--- src/rtl/sig_pkg.sv ---
package sig_pkg;
  localparam int unsigned SIG_W  = 32;
  localparam int unsigned N_HALF = 2;
  localparam int unsigned REG_AW = 3;
  localparam logic [SIG_W-1:0] SIG_TAPS = 32'hC000_0401;

  localparam logic [REG_AW-1:0] ADDR_CTRL    = 3'd0;
  localparam logic [REG_AW-1:0] ADDR_SEED_HI = 3'd1;
  localparam logic [REG_AW-1:0] ADDR_SEED_LO = 3'd2;
  localparam logic [REG_AW-1:0] ADDR_UPD_HI  = 3'd3;
  localparam logic [REG_AW-1:0] ADDR_UPD_LO  = 3'd4;

  localparam int unsigned CTRL_RD_EN = 0;
  localparam int unsigned CTRL_WR_EN = 1;
  localparam int unsigned CTRL_INIT  = 2;
  localparam int unsigned CTRL_W     = 3;

  function automatic logic [SIG_W-1:0] sig_step(logic [SIG_W-1:0] cur, logic [SIG_W-1:0] din);
    return {cur[SIG_W-2:0], 1'b0} ^ ({SIG_W{cur[SIG_W-1]}} & SIG_TAPS) ^ din;
  endfunction
endpackage

--- src/rtl/sig_reg_if.sv ---
module sig_reg_if
  import sig_pkg::*;
(
  input  logic              clk_i,
  input  logic              rst_ni,
  input  logic              we_i,
  input  logic [REG_AW-1:0] addr_i,
  input  logic [CTRL_W-1:0] ctrl_i,
  output logic              rd_en_o,
  output logic              wr_en_o,
  output logic              init_o,
  output logic [N_HALF-1:0] seed_we_o,
  output logic [N_HALF-1:0] upd_we_o
);
  logic ctrl_we;
  logic rd_en_q, wr_en_q;

  assign ctrl_we = we_i && (addr_i == ADDR_CTRL);
  assign init_o  = ctrl_we && ctrl_i[CTRL_INIT];

  // half 0 = lower, half 1 = upper
  for (genvar h = 0; h < N_HALF; h++) begin : g_dec
    localparam logic [REG_AW-1:0] SEED_A = (h == 0) ? ADDR_SEED_LO : ADDR_SEED_HI;
    localparam logic [REG_AW-1:0] UPD_A  = (h == 0) ? ADDR_UPD_LO  : ADDR_UPD_HI;
    assign seed_we_o[h] = we_i && (addr_i == SEED_A);
    assign upd_we_o[h]  = we_i && (addr_i == UPD_A);
  end

  always_ff @(posedge clk_i or negedge rst_ni) begin
    if (!rst_ni) begin
      rd_en_q <= 1'b0;
      wr_en_q <= 1'b0;
    end else if (ctrl_we) begin
      rd_en_q <= ctrl_i[CTRL_RD_EN];
      wr_en_q <= ctrl_i[CTRL_WR_EN];
    end
  end

  assign rd_en_o = rd_en_q;
  assign wr_en_o = wr_en_q;

  AST_EN_HOLD: assert property (@(posedge clk_i) disable iff (!rst_ni)
    !ctrl_we |=> $stable({rd_en_q, wr_en_q}));
endmodule

--- src/rtl/sig_lane_mask.sv ---
module sig_lane_mask #(
  parameter int unsigned DATA_W = 64,
  localparam int unsigned LANES = DATA_W / 8
) (
  input  logic              clk_i,
  input  logic              rst_ni,
  input  logic              valid_i,
  input  logic              ready_i,
  input  logic              write_i,
  input  logic              error_i,
  input  logic [LANES-1:0]  strb_i,
  input  logic [DATA_W-1:0] rdata_i,
  input  logic [DATA_W-1:0] wdata_i,
  input  logic              dbg_i,
  input  logic              rd_en_i,
  input  logic              wr_en_i,
  output logic              fire_o,
  output logic              rd_err_ev_o,
  output logic [DATA_W-1:0] data_o
);
  logic [DATA_W-1:0] src;

  assign fire_o      = valid_i && ready_i && !dbg_i && (write_i ? wr_en_i : rd_en_i);
  assign rd_err_ev_o = fire_o && !write_i && error_i;
  // errored read data is never trusted
  assign src = write_i ? wdata_i : (error_i ? '0 : rdata_i);

  for (genvar k = 0; k < LANES; k++) begin : g_lane
    assign data_o[8*k +: 8] = strb_i[k] ? src[8*k +: 8] : 8'h00;
  end

  AST_RD_ERR_ZERO: assert property (@(posedge clk_i) disable iff (!rst_ni)
    (fire_o && !write_i && error_i) |-> (data_o == '0));
  AST_NO_STROBE_ZERO: assert property (@(posedge clk_i) disable iff (!rst_ni)
    (strb_i == '0) |-> (data_o == '0));
endmodule

--- src/rtl/sig_misr.sv ---
module sig_misr
  import sig_pkg::*;
(
  input  logic             clk_i,
  input  logic             rst_ni,
  input  logic             init_i,
  input  logic             seed_we_i,
  input  logic             upd_we_i,
  input  logic [SIG_W-1:0] wdata_i,
  input  logic             fire_i,
  input  logic [SIG_W-1:0] data_i,
  output logic [SIG_W-1:0] sig_o
);
  logic [SIG_W-1:0] sig_q, sig_d;
  logic [SIG_W-1:0] pend_q;
  logic             pend_vld_q;

  // pending software value goes first: it was written before this cycle's beat
  always_comb begin
    sig_d = sig_q;
    if (pend_vld_q) sig_d = sig_step(sig_d, pend_q);
    if (fire_i)     sig_d = sig_step(sig_d, data_i);
    if (seed_we_i)  sig_d = wdata_i;
    if (init_i)     sig_d = '0;
  end

  always_ff @(posedge clk_i or negedge rst_ni) begin
    if (!rst_ni) begin
      sig_q      <= '0;
      pend_q     <= '0;
      pend_vld_q <= 1'b0;
    end else begin
      sig_q      <= sig_d;
      pend_vld_q <= upd_we_i && !init_i;
      if (upd_we_i) pend_q <= wdata_i;
    end
  end

  assign sig_o = sig_q;

  AST_SEED_LOAD: assert property (@(posedge clk_i) disable iff (!rst_ni)
    (seed_we_i && !init_i) |=> (sig_o == $past(wdata_i)));
  AST_INIT_CLR: assert property (@(posedge clk_i) disable iff (!rst_ni)
    init_i |=> (sig_o == '0));
  AST_QUIET_HOLD: assert property (@(posedge clk_i) disable iff (!rst_ni)
    (!init_i && !seed_we_i && !fire_i && !pend_vld_q) |=> $stable(sig_o));
  AST_UPD_LATE: assert property (@(posedge clk_i) disable iff (!rst_ni)
    (upd_we_i && !fire_i && !pend_vld_q && !init_i) |=> $stable(sig_o));
endmodule

--- src/rtl/sig_beat_cnt.sv ---
module sig_beat_cnt #(
  parameter int unsigned CNT_W = 16
) (
  input  logic             clk_i,
  input  logic             rst_ni,
  input  logic             init_i,
  input  logic             fire_i,
  input  logic             rd_err_ev_i,
  output logic [CNT_W-1:0] cnt_o,
  output logic             err_o
);
  logic [CNT_W-1:0] cnt_q;
  logic             err_q;

  always_ff @(posedge clk_i or negedge rst_ni) begin
    if (!rst_ni) begin
      cnt_q <= '0;
      err_q <= 1'b0;
    end else if (init_i) begin
      cnt_q <= '0;
      err_q <= 1'b0;
    end else begin
      if (fire_i)      cnt_q <= cnt_q + 1'b1;
      if (rd_err_ev_i) err_q <= 1'b1;
    end
  end

  assign cnt_o = cnt_q;
  assign err_o = err_q;

  AST_CNT_INC: assert property (@(posedge clk_i) disable iff (!rst_ni)
    (fire_i && !init_i) |=> (cnt_o == CNT_W'($past(cnt_o) + 1'b1)));
  AST_ERR_STICKY: assert property (@(posedge clk_i) disable iff (!rst_ni)
    (err_o && !init_i) |=> err_o);
endmodule

--- src/rtl/bus_sig_compactor.sv ---
module bus_sig_compactor
  import sig_pkg::*;
#(
  parameter int unsigned CNT_W = 16,
  localparam int unsigned DATA_W = SIG_W * N_HALF,
  localparam int unsigned LANES  = DATA_W / 8
) (
  input  logic              clk_i,
  input  logic              rst_ni,
  input  logic              xfer_valid_i,
  input  logic              xfer_ready_i,
  input  logic              xfer_write_i,
  input  logic              xfer_error_i,
  input  logic [LANES-1:0]  xfer_strb_i,
  input  logic [DATA_W-1:0] rdata_i,
  input  logic [DATA_W-1:0] wdata_i,
  input  logic              dbg_active_i,
  input  logic              reg_we_i,
  input  logic [REG_AW-1:0] reg_addr_i,
  input  logic [SIG_W-1:0]  reg_wdata_i,
  output logic [SIG_W-1:0]  sig_hi_o,
  output logic [SIG_W-1:0]  sig_lo_o,
  output logic [CNT_W-1:0]  beat_cnt_o,
  output logic              rd_err_o
);
  logic              rd_en, wr_en, init;
  logic [N_HALF-1:0] seed_we, upd_we;
  logic              fire, rd_err_ev;
  logic [DATA_W-1:0] bus_data;
  logic [SIG_W-1:0]  sig_half [N_HALF];

  sig_reg_if u_reg (
    .clk_i     (clk_i),
    .rst_ni    (rst_ni),
    .we_i      (reg_we_i),
    .addr_i    (reg_addr_i),
    .ctrl_i    (reg_wdata_i[CTRL_W-1:0]),
    .rd_en_o   (rd_en),
    .wr_en_o   (wr_en),
    .init_o    (init),
    .seed_we_o (seed_we),
    .upd_we_o  (upd_we)
  );

  sig_lane_mask #(.DATA_W(DATA_W)) u_mask (
    .clk_i       (clk_i),
    .rst_ni      (rst_ni),
    .valid_i     (xfer_valid_i),
    .ready_i     (xfer_ready_i),
    .write_i     (xfer_write_i),
    .error_i     (xfer_error_i),
    .strb_i      (xfer_strb_i),
    .rdata_i     (rdata_i),
    .wdata_i     (wdata_i),
    .dbg_i       (dbg_active_i),
    .rd_en_i     (rd_en),
    .wr_en_i     (wr_en),
    .fire_o      (fire),
    .rd_err_ev_o (rd_err_ev),
    .data_o      (bus_data)
  );

  for (genvar h = 0; h < N_HALF; h++) begin : g_half
    sig_misr u_misr (
      .clk_i     (clk_i),
      .rst_ni    (rst_ni),
      .init_i    (init),
      .seed_we_i (seed_we[h]),
      .upd_we_i  (upd_we[h]),
      .wdata_i   (reg_wdata_i),
      .fire_i    (fire),
      .data_i    (bus_data[h*SIG_W +: SIG_W]),
      .sig_o     (sig_half[h])
    );
  end

  sig_beat_cnt #(.CNT_W(CNT_W)) u_cnt (
    .clk_i       (clk_i),
    .rst_ni      (rst_ni),
    .init_i      (init),
    .fire_i      (fire),
    .rd_err_ev_i (rd_err_ev),
    .cnt_o       (beat_cnt_o),
    .err_o       (rd_err_o)
  );

  assign sig_lo_o = sig_half[0];
  assign sig_hi_o = sig_half[N_HALF-1];

  AST_DBG_FREEZE: assert property (@(posedge clk_i) disable iff (!rst_ni)
    (dbg_active_i && !init) |=> $stable(beat_cnt_o));
  AST_WR_ERR_QUIET: assert property (@(posedge clk_i) disable iff (!rst_ni)
    (xfer_valid_i && xfer_ready_i && xfer_write_i && !rd_err_o && !init) |=> !rd_err_o);
  AST_STALL_IDLE: assert property (@(posedge clk_i) disable iff (!rst_ni)
    (!(xfer_valid_i && xfer_ready_i) && !init) |=> $stable(beat_cnt_o));
endmodule

--- config.mk ---
export PLATFORM = sky130hd
export DESIGN_NAME = bus_sig_compactor
export DESIGN_NICKNAME = d
export VERILOG_FILES = /design/src/rtl/sig_pkg.sv /design/src/rtl/sig_reg_if.sv /design/src/rtl/sig_lane_mask.sv /design/src/rtl/sig_misr.sv /design/src/rtl/sig_beat_cnt.sv /design/src/rtl/bus_sig_compactor.sv
export SDC_FILE = /design/constraint.sdc
export NUM_CORES = 1
export LEC_CHECK = 0
export BUFFER_PORTS_ARGS = -buffer_cell sky130_fd_sc_hd__buf_4
export CORE_MARGIN = 5
export CORE_UTILIZATION = 50
export DETAILED_ROUTE_END_ITERATION = 12
export PLACE_DENSITY = 0.8
export SLEW_MARGIN = 20
export SYNTH_ARGS = -nofsm -noshare
export SYNTH_HDL_FRONTEND = slang
export SYNTH_SLANG_ARGS = --single-unit
export TNS_END_PERCENT = 50
--- constraint.sdc ---
create_clock -name clk_i -period 2.25 [get_ports clk_i]
set_input_delay 0.225 -clock clk_i [delete_from_list [all_inputs] [get_ports clk_i]]
set_output_delay 0.225 -clock clk_i [all_outputs]
set_load 0.03 [all_outputs]
### After elaboration in Yosys (flattened, before gate mapping)

Cells that the tools add are included.

| word-level totals | value |
|---|---|
| register bits | 149 |
| input port bits | 179 |
| output and inout bits | 81 |
| word-level logic and storage cells | 65 |

| cells by class | value |
|---|---|
| $add $sub $neg | 1 |
| equality and inequality tests | 4 |
| mux-type cells | 23 |
| bitwise gates (word level) | 8 |
| reductions and logical operators | 19 |

Operator list:

| kind | number |
|---|---|
| 2-to-1 mux 32 bit | 8 |
| bitwise XOR 32 bit | 8 |
| 2-to-1 mux 64 bit | 2 |
| 2-to-1 mux 8 bit | 8 |
| 2-to-1 mux 16 bit | 2 |
| adder 16 x 1 -> 16 bit, second input constant | 1 |
| logical AND 1 bit | 13 |
| == test 3 x 2 -> 1 bit, second input constant | 2 |
| nonzero test 2 bit | 2 |
| == test 3 x 1 -> 1 bit, second input constant | 1 |
| == test 3 bit, second input constant | 1 |
| zero test 1 bit | 3 |
| zero test 3 bit | 1 |
| 2-to-1 mux 1 bit | 3 |

### Depth between registers and ports, before layout

| logic depth | value |
|---|---|
| word-level depth | 8 |
| depth in mapped cells | 9 |

### By module

From an unflattened synthesis, not the netlist that was laid out.

| unflattened totals | value |
|---|---|
| cell total of the unflattened synthesis | 944 |
| area, all modules | 9,317.7 um^2 |

Modules (own cells, without submodules):

| module | instances | cells an instance | area an instance (um^2) | seq. area each (um^2) |
|---|---|---|---|---|
| sig_misr | 2 | 363 | 3,711.1 | 1,626.6 |
| sig_lane_mask | 1 | 120 | 910.9 | 0.0 |
| sig_beat_cnt | 1 | 87 | 840.8 | 425.4 |
| sig_reg_if | 1 | 11 | 143.9 | 50.0 |

### Worst setup path before layout

Ideal clock, no wire load.

| timing | value |
|---|---|
| path type | register -> register |
| start | register g_half[1].u_misr.sig_q[31] |
| end | register g_half[1].u_misr.sig_q[31] |
| arrival time | 1.711 ns |
| required time | 2.154 ns |
| slack | 0.443 ns |
| stages on the path, launching flop included | 6 |
| path through | dfrtp_1 -> xor3_1 -> mux2i_1 -> xor2_1 -> and3_1 -> o31ai_1 |

| between the ends | value |
|---|---|
| word-level cells in the longest chain between the ends | 8 |

RTL lines:

| what | line | text |
|---|---|---|
| start, declared | sig_misr.sv:14 | `logic [SIG_W-1:0] sig_q, sig_d;` |
| start signal, assigned | sig_misr.sv:33 | `sig_q <= sig_d;` |
| bitwise XOR 32 bit (2 in series) | sig_pkg.sv:19 | `return {cur[SIG_W-2:0], 1'b0} ^ ({SIG_W{cur[SIG_W-1]}} & SIG_TAPS) ^ din;` |
| 2-to-1 mux 32 bit * | sig_misr.sv:21 | `if (pend_vld_q) sig_d = sig_step(sig_d, pend_q);` |
| bitwise XOR 32 bit (2 in series) | sig_pkg.sv:19 |  |
| 2-to-1 mux 32 bit * | sig_misr.sv:22 | `if (fire_i) sig_d = sig_step(sig_d, data_i);` |
| 2-to-1 mux 32 bit * | sig_misr.sv:23 | `if (seed_we_i) sig_d = wdata_i;` |
| 2-to-1 mux 32 bit * | sig_misr.sv:24 | `if (init_i) sig_d = '0;` |
| via g_half[1].u_misr.sig_d[31] | sig_misr.sv:14 |  |

The timed path passes the listed nets; every way through them passes the cells marked *.
A chain may end at the register's enable or synchronous reset.

### Worst setup path after layout

| timing | value |
|---|---|
| start | register u_reg.wr_en_q, in the netlist u_reg.wr_en_o |
| end | register g_half[1].u_misr.sig_q[18] |

| between the ends | value |
|---|---|
| word-level cells in the longest chain between the ends | 5 |

RTL lines:

| what | line | text |
|---|---|---|
| start, declared | sig_reg_if.sv:16 | `logic rd_en_q, wr_en_q;` |
| start signal, assigned | sig_reg_if.sv:35 | `wr_en_q <= ctrl_i[CTRL_WR_EN];` |
| 2-to-1 mux 1 bit | sig_lane_mask.sv:23 | `assign fire_o = valid_i && ready_i && !dbg_i && (write_i ? wr_en_i : rd_en_i);` |
| logical AND 1 bit | sig_lane_mask.sv:23 |  |
| 2-to-1 mux 32 bit | sig_misr.sv:22 |  |
| 2-to-1 mux 32 bit | sig_misr.sv:23 |  |
| 2-to-1 mux 32 bit | sig_misr.sv:24 |  |
| via g_half[1].u_misr.sig_d[18] | sig_misr.sv:14 |  |

The timed path passes the listed nets, and every way through them passes these cells.

==> reports/metrics.csv <==
stage;metric;value;unit
sta;fin_tns_setup;0;ns
logic_synthesis;synth_top_area_share;40.1;%
sta;worst_slew_pin_slew;0.557;ns
layout;final_cells;1512;
outcome;status;finished, final reports clean;
critical_path;crit_family;buffers and inverters;
routing;dr_total_vias;9015;
clocking;clock_sinks;149;
layout;diodes;0;
logic_synthesis;syn_area_per_cell;9.04;um^2
routing;ant_nets;0;
floorplan;die_y;146;um
min_path;hold_class;input port to register;
global_routing;antenna_found_initial;0;
layout;final_cell_area;12200;um^2
global_routing;grt_start_max_net_pins;54;
layout;layout-drive-gt1-share;28.6;%
critical_path;start_kind;register;
logic_synthesis;yosysTopAreaCell;dfrtp_1;
clocking;path_clk_slew;0.06;ns
logic_synthesis;synthTopCellsByCount;nand2_1 (211), dfrtp_1 (149), o21ai_0 (74), xor2_1 (71), mux2i_1 (65);
layout;syn2layout_area_growth;31.5;%
floorplan;core_area;18100;um^2
placement;port_buffers;259;
pwr;p_comb_share;43.0;%
logic_synthesis;synth_edf_count;0;
layout;regArea;3730;um^2
routing;drtIter0Drc;809;
pwr;p_seq_share;33.1;%
placement;placedCellCount;1479;
placement;placed_cell_area;11600;um^2
critical_path;critPathKind;register to register;
sta;finalSetupViolations;0;
logic_synthesis;ys_seq_area_share;40.1;%
sta;finalClockSkew;0.00705;ns
pwr;switching_share;39.2;%
global_routing;grtUsageTotal;27.6;%
clocking;ctsRootBufferMaster;clkbuf_16;
pwr;p_clk_share;23.9;%
sta;rsz0062_at_grt;no;
sta;fin_crit_sh;89.4;%
clocking;htree_levels;4;
layout;nets;1450;
logic_synthesis;ys_ff_latch;149;
clocking;ctsLongestPathBuffers;2;
logic_synthesis;synth.most_common_cell;nand2_1;
logic_synthesis;ys_top_cells_by_area;dfrtp_1 (40%), nand2_1 (8.5%), mux2i_1 (7.0%), xor2_1 (6.7%), a22o_1 (5.0%);
critical_path;crit_chain;mux2i_1, or2_4, buf_4, o31ai_1, o21ai_0;
routing;routedWlPerCell;20.0;um
placement;hpwl;22.1;mm
global_routing;grt_first_pass_wirelength;47.4;mm
sta;clock.fmax;497;MHz
layout;nFillCells;1442;
layout;multiInputGateArea;5310;um^2
floorplan;die_w;146;um
clocking;post_cts_resized;0;
global_routing;grt_pass1_vias;8852;
logic_synthesis;synth_nets;1208;
sta;maxSlewHeadroom;62.8;%
clocking;cts-buffers-inserted;17;
pwr;net-switching-power;5.06;mW
pwr;intPower;7.86;mW
global_routing;grt_overflow;0;
routing;avgViaCountPerCell;5.96;
floorplan;row_count;49;
logic_synthesis;syn_inst;1028;
critical_path;worst-endpoint-arrival;2.32;ns
pwr;ir_drop;604;uV
critical_path;slowest_delay;0.47;ns
clocking;cts_tree;yes;
clocking;clk_latency;0.42;ns
sta;fin_crit;2.01;ns
floorplan;io_pins;260;
critical_path;cp.buffers_inverters;1;
sta;hold_viol_final;0;
layout;utilization;67.4;%
logic_synthesis;yosysWarnings;0;
logic_synthesis;yosys_most_used_dff;dfrtp_1;
critical_path;cpMaxStageDelayCell;buf_4;
floorplan;initial_utilization;51.2;%
critical_path;required;2.56;ns
routing;wl;30.2;mm
logic_synthesis;synth.distinct_cells;48;
floorplan;dieArea;21400;um^2
placement;gp_congestion;0.867;
pwr;p_per_area;1060;nW/um^2
routing;drt_drc_violations_left;0;
logic_synthesis;synthArstFlopShare;100;%
logic_synthesis;synth_area;9300;um^2
sta;drv_slew;0;
routing;first_pass_iters;6;
critical_path;cp-end-kind;register;
critical_path;cp_max_fo;53;
run;maxCapViolCount;0;
pwr;p_leak;5.95;nW
==> path summary, 6_finish.rpt <==
check                                                   startpoint                                 endpoint  slack [ns]  depth (start not counted)
min in group asynchronous                                   rst_ni               u_cnt.cnt_o[9]$_DFFE_PN0P_        0.30                          2
min reg2reg                g_half[1].u_misr.pend_q[24]$_DFFE_PN0N_  g_half[1].u_misr.pend_q[24]$_DFFE_PN0N_        0.49                          2
max reg2reg                              u_reg.wr_en_o$_DFFE_PN0N_     g_half[1].u_misr.sig_o[18]$_DFF_PN0_        0.24                          5
max                                      u_reg.wr_en_o$_DFFE_PN0N_     g_half[1].u_misr.sig_o[18]$_DFF_PN0_        0.24                          5
max in group asynchronous                                   rst_ni   g_half[1].u_misr.pend_q[6]$_DFFE_PN0N_        1.26                          3
min                                                reg_wdata_i[16]  g_half[1].u_misr.pend_q[16]$_DFFE_PN0N_        0.05                          3
==> power groups by stage <==
stage          clock network (mW)  registers (mW)  logic, mW
6_report                     3.08            4.28       5.55
5_1_grt                      3.25            4.38       6.01
4_1_cts                      3.11            4.27       5.54
3_5_place_dp                    0            4.30       5.49
3_3_place_gp                    0            4.29       5.33
2_1_floorplan                   0            5.19       2.57
==> tightest hold or removal path: stages <==
cell     delay (ns)
buf_4          0.11
nand2_1        0.05
nand2_1        0.05
==> placed cells by master, fill, tap and decap left out, types with 3 or more instances in the layout <==
master,synthesis,routed
and2_1,3,3
buf_4,1,285
nand2_1,211,211
mux2i_1,65,65
a21oi_1,59,59
inv_1,4,4
bufinv_16,0,4
o31ai_1,51,51
clkbuf_1,48,4
clkbuf_8,0,4
nor3_1,6,6
dfrtp_1,149,147
nor3b_1,11,11
nor2_1,35,33
a22o_1,53,53
and3_1,53,53
nand3_1,13,13
mux2_2,36,36
o21ai_0,74,74
clkbuf_16,0,17
xor3_1,4,4
nand4_1,4,4
xor2_1,71,71
a21boi_0,3,3
buf_12,0,4
and2_0,10,10
xnor2_1,14,14
==> flip-flops by register name (all words and copies together), names as in the netlist <==
signal / count
g_half.u_misr.pend_q: 64
g_half.u_misr.sig_o: 64
u_cnt.cnt_o: 16
g_half.u_misr.pend_vld_q: 2
u_cnt.err_o: 1
u_reg.rd_en_o: 1
u_reg.wr_en_o: 1
==> through the flow <==
step                      hold slack, ns  power [mW]  setup slack [ns]
after floorplan                  -0.0706        7.75             0.443
after global placement             0.176        9.62             0.296
after detailed placement           0.177        9.79             0.159
after CTS                         0.0363        12.9             0.300
after global routing              0.0337        13.6             0.180
final                             0.0483        12.9             0.238
==> final cells by class <==
type                            instances  share of cell area (%)
Inverter                                4                   0.123
Clock inverter                          7                    1.17
Multi-Input combinational cell        807                    43.5
Clock buffer                           25                    4.05
Tap cell                              229                    2.34
Timing Repair Buffer                  291                    18.3
Sequential cell                       149                    30.5
==> timing repair <==
item | 4_1_cts | 5_1_grt
hold buffers | 1 | 0
endpoints found under the hold margin | 38 | 0
setup buffers | 0 | 0
==> per-layer routing <==
layer / part of all wire (%) / track usage (%) / vias up
met2: 46 / 43.4 / 417
met4: 3.2 / 10.1 / 0
li1: - / - / 4134
met1: 42 / 37.8 / 4396
met3: 8.4 / 5.76 / 68
met5: 0 / 0 / -
==> cells by family (layout without fill, tap and decap cells) <==
kind of cell / Yosys count / after routing / synth area share, %
simple gates: 365 / 365 / 18.5
compound gates: 249 / 249 / 17.2
mux: 101 / 101 / 11.4
buf+inv: 72 / 327 / 3.19
xor+xnor: 91 / 91 / 9.52
fa+ha+maj: 1 / 1 / 0.135
flops: 149 / 149 / 40.1
(Power assumes the default switching activity.)
